<file path="config.mk">
export PLATFORM = sky130hd
export DESIGN_NAME = vec_fetch_seq
export DESIGN_NICKNAME = d
export VERILOG_FILES = /design/src/rtl/vec_seq_pkg.sv /design/src/rtl/vec_nmi_latch.sv /design/src/rtl/vec_arbiter.sv /design/src/rtl/vec_fetch_fsm.sv /design/src/rtl/vec_fetch_seq.sv
export SDC_FILE = /design/constraint.sdc
export NUM_CORES = 1
export LEC_CHECK = 0
export BUFFER_PORTS_ARGS = -buffer_cell sky130_fd_sc_hd__buf_2
export CORE_ASPECT_RATIO = 2
export CORE_MARGIN = 4
export CORE_UTILIZATION = 49
export CTS_CLUSTER_SIZE = 16
export DETAILED_ROUTE_END_ITERATION = 10
export GPL_TIMING_DRIVEN = 0
export MAX_ROUTING_LAYER = met4
export PLACE_DENSITY = 0.75
export SLEW_MARGIN = 0
export SYNTH_ARGS = -nofsm -noshare
export SYNTH_HDL_FRONTEND = slang
export SYNTH_HIERARCHICAL = 1
export SYNTH_SLANG_ARGS = --single-unit
</file>
<file path="constraint.sdc">
create_clock -name clk_i -period 1.85 [get_ports clk_i]
set_input_delay 0.0925 -clock clk_i [delete_from_list [all_inputs] [get_ports clk_i]]
set_output_delay 0.0925 -clock clk_i [all_outputs]
set_load 0.01 [all_outputs]
</file>
<file path="src/rtl/vec_seq_pkg.sv">
package vec_seq_pkg;
  typedef enum logic [1:0] {
    SRC_RESET = 2'd0,
    SRC_NMI   = 2'd1,
    SRC_IRQ   = 2'd2
  } vec_src_e;

  typedef enum logic [1:0] {
    ST_IDLE = 2'd0,
    ST_LO   = 2'd1,
    ST_HI   = 2'd2,
    ST_DONE = 2'd3
  } fetch_st_e;

  // distance of each vector's low byte below the top address
  localparam int unsigned VEC_OFS_NMI   = 5;
  localparam int unsigned VEC_OFS_RESET = 3;
  localparam int unsigned VEC_OFS_IRQ   = 1;
endpackage

</file>
<file path="src/rtl/vec_nmi_latch.sv">
module vec_nmi_latch (
  input  logic clk_i,
  input  logic rst_ni,
  input  logic nmi_i,
  input  logic clear_i,
  output logic req_o
);
  logic prev_q;
  logic pend_q;
  logic rise;

  assign rise  = nmi_i & ~prev_q;
  assign req_o = pend_q | rise;

  always_ff @(posedge clk_i or negedge rst_ni) begin
    if (!rst_ni) begin
      prev_q <= 1'b0;
      pend_q <= 1'b0;
    end else begin
      prev_q <= nmi_i;
      pend_q <= (pend_q | rise) & ~clear_i;
    end
  end


  edge_held_chk: assert property (@(posedge clk_i) disable iff (!rst_ni)
    ($rose(nmi_i) && !clear_i) |=> pend_q);


  clear_drops_chk: assert property (@(posedge clk_i) disable iff (!rst_ni)
    (clear_i && !$rose(nmi_i)) |=> !pend_q);
endmodule

</file>
<file path="src/rtl/vec_arbiter.sv">
module vec_arbiter
  import vec_seq_pkg::*;
(
  input  logic     rst_pend_i,
  input  logic     nmi_req_i,
  input  logic     irq_i,
  input  logic     brk_i,
  input  logic     irq_mask_i,
  output logic     req_o,
  output vec_src_e src_o
);
  logic irq_live;

  assign irq_live = brk_i | (irq_i & ~irq_mask_i);

  always_comb begin
    req_o = rst_pend_i | nmi_req_i | irq_live;
    if (rst_pend_i)     src_o = SRC_RESET;
    else if (nmi_req_i) src_o = SRC_NMI;
    else                src_o = SRC_IRQ;
  end
endmodule

</file>
<file path="src/rtl/vec_fetch_fsm.sv">
module vec_fetch_fsm
  import vec_seq_pkg::*;
#(
  parameter int unsigned ADDR_W = 16,
  parameter int unsigned DATA_W = 8
) (
  input  logic                clk_i,
  input  logic                rst_ni,
  input  logic                req_i,
  input  vec_src_e            src_i,
  input  logic [DATA_W-1:0]   rd_data_i,
  output logic                accept_o,
  output logic                rst_pend_o,
  output logic                rd_en_o,
  output logic [ADDR_W-1:0]   rd_addr_o,
  output logic [2*DATA_W-1:0] pc_o,
  output logic                pc_load_o
);
  localparam int unsigned PC_W = 2 * DATA_W;
  localparam logic [ADDR_W-1:0] VEC_TOP = {ADDR_W{1'b1}};

  fetch_st_e           state_q;
  vec_src_e            src_q;
  logic [DATA_W-1:0]   lo_q;
  logic [PC_W-1:0]     pc_q;
  logic                load_q;
  logic                rst_pend_q;
  logic [ADDR_W-1:0]   vec_lo;

  assign accept_o   = (state_q == ST_IDLE) && req_i;
  assign rst_pend_o = rst_pend_q;

  always_comb begin
    case (src_q)
      SRC_RESET: vec_lo = VEC_TOP - ADDR_W'(VEC_OFS_RESET);
      SRC_NMI:   vec_lo = VEC_TOP - ADDR_W'(VEC_OFS_NMI);
      default:   vec_lo = VEC_TOP - ADDR_W'(VEC_OFS_IRQ);
    endcase
  end

  assign rd_en_o   = (state_q == ST_LO) || (state_q == ST_HI);
  assign rd_addr_o = (state_q == ST_HI) ? vec_lo + 1'b1 : vec_lo;
  assign pc_o      = pc_q;
  assign pc_load_o = load_q;

  always_ff @(posedge clk_i or negedge rst_ni) begin
    if (!rst_ni) begin
      state_q    <= ST_IDLE;
      src_q      <= SRC_RESET;
      lo_q       <= '0;
      pc_q       <= '0;
      load_q     <= 1'b0;
      rst_pend_q <= 1'b1;
    end else begin
      load_q <= (state_q == ST_DONE);
      case (state_q)
        ST_IDLE: if (req_i) begin
          src_q   <= src_i;
          state_q <= ST_LO;
          if (src_i == SRC_RESET) rst_pend_q <= 1'b0;
        end
        ST_LO: state_q <= ST_HI;
        ST_HI: begin
          lo_q    <= rd_data_i;  // data of the low-byte read
          state_q <= ST_DONE;
        end
        default: begin
          pc_q    <= {rd_data_i, lo_q};
          state_q <= ST_IDLE;
        end
      endcase
    end
  end


  lo_then_hi_chk: assert property (@(posedge clk_i) disable iff (!rst_ni)
    (state_q == ST_LO) |=> (rd_en_o && rd_addr_o == $past(rd_addr_o) + 1'b1));


  load_pulse_chk: assert property (@(posedge clk_i) disable iff (!rst_ni)
    pc_load_o |=> !pc_load_o);


  read_len_chk: assert property (@(posedge clk_i) disable iff (!rst_ni)
    ($past(rd_en_o) && rd_en_o) |=> !rd_en_o);


  reset_vec_chk: assert property (@(posedge clk_i) disable iff (!rst_ni)
    (rst_pend_q && req_i && state_q == ST_IDLE) |=>
      (rd_addr_o == VEC_TOP - ADDR_W'(VEC_OFS_RESET)));
endmodule

</file>
<file path="src/rtl/vec_fetch_seq.sv">
module vec_fetch_seq
  import vec_seq_pkg::*;
#(
  parameter int unsigned ADDR_W = 16,
  parameter int unsigned DATA_W = 8
) (
  input  logic                clk_i,
  input  logic                rst_ni,
  input  logic                nmi_i,
  input  logic                irq_i,
  input  logic                brk_i,
  input  logic                irq_mask_i,
  input  logic [DATA_W-1:0]   rd_data_i,
  output logic                rd_en_o,
  output logic [ADDR_W-1:0]   rd_addr_o,
  output logic [2*DATA_W-1:0] pc_o,
  output logic                pc_load_o
);
  logic     nmi_req;
  logic     rst_pend;
  logic     req;
  logic     accept;
  vec_src_e src;

  vec_nmi_latch u_nmi (
    .clk_i   (clk_i),
    .rst_ni  (rst_ni),
    .nmi_i   (nmi_i),
    .clear_i (accept && src == SRC_NMI),
    .req_o   (nmi_req)
  );

  vec_arbiter u_arb (
    .rst_pend_i (rst_pend),
    .nmi_req_i  (nmi_req),
    .irq_i      (irq_i),
    .brk_i      (brk_i),
    .irq_mask_i (irq_mask_i),
    .req_o      (req),
    .src_o      (src)
  );

  vec_fetch_fsm #(
    .ADDR_W (ADDR_W),
    .DATA_W (DATA_W)
  ) u_fsm (
    .clk_i      (clk_i),
    .rst_ni     (rst_ni),
    .req_i      (req),
    .src_i      (src),
    .rd_data_i  (rd_data_i),
    .accept_o   (accept),
    .rst_pend_o (rst_pend),
    .rd_en_o    (rd_en_o),
    .rd_addr_o  (rd_addr_o),
    .pc_o       (pc_o),
    .pc_load_o  (pc_load_o)
  );


  nmi_over_irq_chk: assert property (@(posedge clk_i) disable iff (!rst_ni)
    (nmi_req && !rst_pend) |-> (src == SRC_NMI));


  irq_mask_chk: assert property (@(posedge clk_i) disable iff (!rst_ni)
    (accept && src == SRC_IRQ) |-> (brk_i || !irq_mask_i));


  irq_level_chk: assert property (@(posedge clk_i) disable iff (!rst_ni)
    (pc_load_o && irq_i && !irq_mask_i) |=> rd_en_o);
endmodule

</file>
==> qor.csv <==
stage;metric;value;unit
run_status;outcome;complete, no violations;
sta;Hold Fails Final Rpt;0;
placed_design;half-perimeter wire length after detailed placement;1970;um
setup_path;CP Class;in -> reg;
setup_path;Arrival @ worst endpoint;1.77;ns
sta;fin crit share;87.0;%
die;initial core utilization;52.1;%
sta;slew at the pin with the worst max-slew slack;0.677;ns
pwr;switching share of power;30.6;%
pwr;proportion of power drawn by the clock network;21.6;%
detailed_routing;total vias in the final route;888;
sta;total count of max-transition violations in the final report;0;
clock_tree;clock tree sinks;32;
clock_tree;number of buffers added by the clock tree synthesis step;5;
global_routing;largest net degree at the start of global routing;33;
sta;setup repair after global routing missed its margin;false;
pwr;total power density per cell area;1790;nW/um2
synth;flip-flop and latch count after synthesis;32;
die;floorplan die width;46.6;um
setup_path;beginning of the worst register-to-register path;u_nmi/pend_q;
clock_tree;number of resized instances in the post-cts repair step;0;
synth;largest cells by area after synthesis;sky130_fd_sc_hd__dfrtp_1 (53%), sky130_fd_sc_hd__mux2_2 (15%), sky130_fd_sc_hd__mux2_4 (8.2%);
placed_design;global placement routability congestion;0.681;
sta;worst slew margin relative to its limit;54.9;%
synth;synthesized netlist cell count;102;
hold_path;type of the tightest min-delay check;in -> reg;
setup_path;worst-case register-to-register setup slack;0.34;ns
detailed_routing;DRC Markers;0;
pwr;sequential share of power;36.6;%
setup_path;Critical Path Fanout Max;4;
setup_path;nature of the critical path endpoint;register;
sta;Fin Clk Skew;0.00352;ns
setup_path;Setup crit start kind;input port;
die;Core Rows;27;
die;die height;85.2;um
global_routing;initial antenna violation count;0;
die;area enclosed by the die boundary;3970;um2
placed_design;number of buffers inserted by port buffering;34;
synth;Netlist Area Pre-Place;1460;um2
sta;time the worst path needs with I/O delays and setup;1.61;ns
setup_path;worst r2r dst;u_fsm/src_q[0];
global_routing;GRT Total Usage;15.5;%
placed_design;Cells after DPL;177;
synth;number of warnings reported in the yosys synthesis log;6;
synth;top cell type's share of synthesized area;53.1;%
detailed_routing;final wirelength;2590;um
finish;Final #Nets;175;
clock_tree;CTS clk-pin slew, worst paths;0.07;ns
finish;area growth from synthesis to layout;27.2;%
detailed_routing;via-per-instance ratio;4.75;
sta;final setup violation count;0;
pwr;net switching component of the power;1020;uW
finish;post-layout instance count excluding filler cells;187;
clock_tree;clock tree from TritonCTS;done;
global_routing;via count of the first global-routing pass;978;
synth;Distinct cells, synth;24;
hold_path;number of cells on the worst hold path;2;
pwr;P_int;2310;uW
synth;number of enable-type register cells in the synthesized netlist;0;
synth;largest area contributor in the synthesized netlist;sky130_fd_sc_hd__dfrtp_1;
global_routing;first-pass GRT wire length;4310;um
detailed_routing;number of DRC violations after detailed-routing iteration 0;12;
setup_path;worst path required time;2.01;ns
clock_tree;H-tree Lvls;2;
finish;most frequent standard cell in the layout excluding fill and tap cells;sky130_fd_sc_hd__buf_2;
pwr;share of power burned in combinational logic;41.9;%
finish;layout cell share with drive strength beyond 1;57.6;%
synth;post-synthesis sequential area ratio;54.9;%
detailed_routing;average routed wire per standard cell;13.9;um
synth;Synth async-reset ratio;100;%
detailed_routing;antenna viol nets, final;0;
clock_tree;worst-skew pair later-pin latency;0.28;ns
finish;antenna cells;0;
setup_path;Worst Reg-to-Reg Cells;6;
clock_tree;Bufs on Longest Clock Path;2;
synth;Main synth FF type;sky130_fd_sc_hd__dfrtp_1;
global_routing;total congestion overflow after global routing;0;
die;top-level I/O count;48;
hold_path;sink of the worst hold path;u_fsm/pc_o[15];
sta;Max Fclk;621;MHz
detailed_routing;detailed-router iteration count before antenna repair;3;
sta;Setup Total Neg Slack;0;ns
synth;syn_area_per_cell;14.3;um2
clock_tree;clk root buf;sky130_fd_sc_hd__clkbuf_8;
pwr;maximum ir drop on the vdd rail;996;uV
finish;leading cell types in the layout, fill and taps excluded;sky130_fd_sc_hd__buf_2 (35), sky130_fd_sc_hd__dfrtp_1 (31), sky130_fd_sc_hd__mux2_2 (19), sky130_fd_sc_hd__buf_4 (13), sky130_fd_sc_hd__conb_1 (13);
die;area of the core;2800;um2
pwr;Pleak;0.000933;uW
job;max-cap violation count;0;
hold_path;Hold Startpoint;rd_data_i[7];
[per-layer routing]
layer  wire length [um]  global-route usage [%]
met3                143                    4.67
met1                844                    15.2
met5                  0                       -
met4                 57                    6.22
met2               1550                    26.6
[critical path, stage by stage]
cell and delay, ns:
sky130_fd_sc_hd__dlygate4sd3_1 0.53, sky130_fd_sc_hd__buf_2 0.14, sky130_fd_sc_hd__nand2b_4 0.07, sky130_fd_sc_hd__nand2_1 0.07, sky130_fd_sc_hd__nor3_1 0.19, sky130_fd_sc_hd__o21ai_1 0.15, sky130_fd_sc_hd__nand2_1 0.18, sky130_fd_sc_hd__mux2_2 0.35
[synth_stat cells (2+ instances only)]
cell type                   n
sky130_fd_sc_hd__nand2_1    3
sky130_fd_sc_hd__or2_2      2
sky130_fd_sc_hd__inv_1      5
sky130_fd_sc_hd__mux2_4     8
sky130_fd_sc_hd__dfrtp_1   31
sky130_fd_sc_hd__ha_1       4
sky130_fd_sc_hd__nand2b_1   2
sky130_fd_sc_hd__mux2_2    19
sky130_fd_sc_hd__buf_4     13
[worst max-delay path by stage]
| stage | endpoint | slack (ns) | startpoint |
|---|---|---|---|
| detailed placement | u_fsm/src_q[1] | 0.34 | u_nmi/pend_q |
| floorplan | u_fsm/src_q[0] | 0.51 | u_nmi/prev_q |
| global placement | u_fsm/src_q[0] | 0.42 | u_nmi/prev_q |
| finish | u_fsm/src_q[0] | 0.24 | nmi_i |
| global route | u_fsm/src_q[1] | 0.05 | nmi_i |
| CTS | u_fsm/src_q[1] | 0.23 | nmi_i |
[final cells by class]
type	count	area (um2)
Buffer	16	134
Clock buffer	7	96.3
Timing Repair Buffer	36	190
Tap cell	29	36.3
Clock inverter	1	30.0
Multi-Input combinational cell	61	551
Fill cell	217	946
Inverter	5	18.8
Sequential cell	32	802
[metrics by stage]
step                power (uW)  utilization, %  setup WS, ns  area (um2)  hold WS (ns)
floorplan                 2210               -         0.508        1510        -0.203
global placement          2580            61.0         0.420        1710         0.164
detailed placement        2650            61.0         0.342        1710         0.180
CTS                       3390            66.3         0.235        1860        0.0527
global route              3560            66.3        0.0523        1860        0.0479
finish                    3330            66.3         0.241        1860        0.0595
[power by group through the flow]
stage | combinational [uW] | clock, uW | sequential (uW)
finish | 1400 | 719 | 1220
global placement | 1370 | 0 | 1210
global route | 1520 | 768 | 1270
CTS | 1430 | 739 | 1230
floorplan | 915 | 0 | 1300
detailed placement | 1420 | 0 | 1240
[cell families (layout without fill, tap and decap cells)]
| family | Yosys count | after routing | synth area share [%] |
|---|---|---|---|
| simple gates | 13 | 13 | 5.91 |
| other cells | 1 | 13 | 0.257 |
| compound gates | 4 | 4 | 2.14 |
| mux | 27 | 27 | 22.9 |
| flops | 32 | 32 | 54.9 |
| fa+ha+maj | 4 | 4 | 3.43 |
| buf+inv | 21 | 65 | 10.5 |
[flip-flops by register name, summed over array words and instances (netlist names)]
| signal | flops |
|---|---|
| u_fsm/lo_q | 8 |
| u_fsm/rst_pend_o | 1 |
| u_fsm/src_q | 2 |
| u_fsm/pc_o | 16 |
| u_fsm/state_q | 2 |
| u_nmi/pend_q | 1 |
| u_fsm/pc_load_o | 1 |
| u_nmi/prev_q | 1 |
[what timing repair did]
action,in CTS,in global routing
hold buffers,2,0
hold endpoints to repair,32,0
setup buffers,0,0
setup endpoints to repair,0,0
Note: power is estimated with default switching activity, not from simulation.
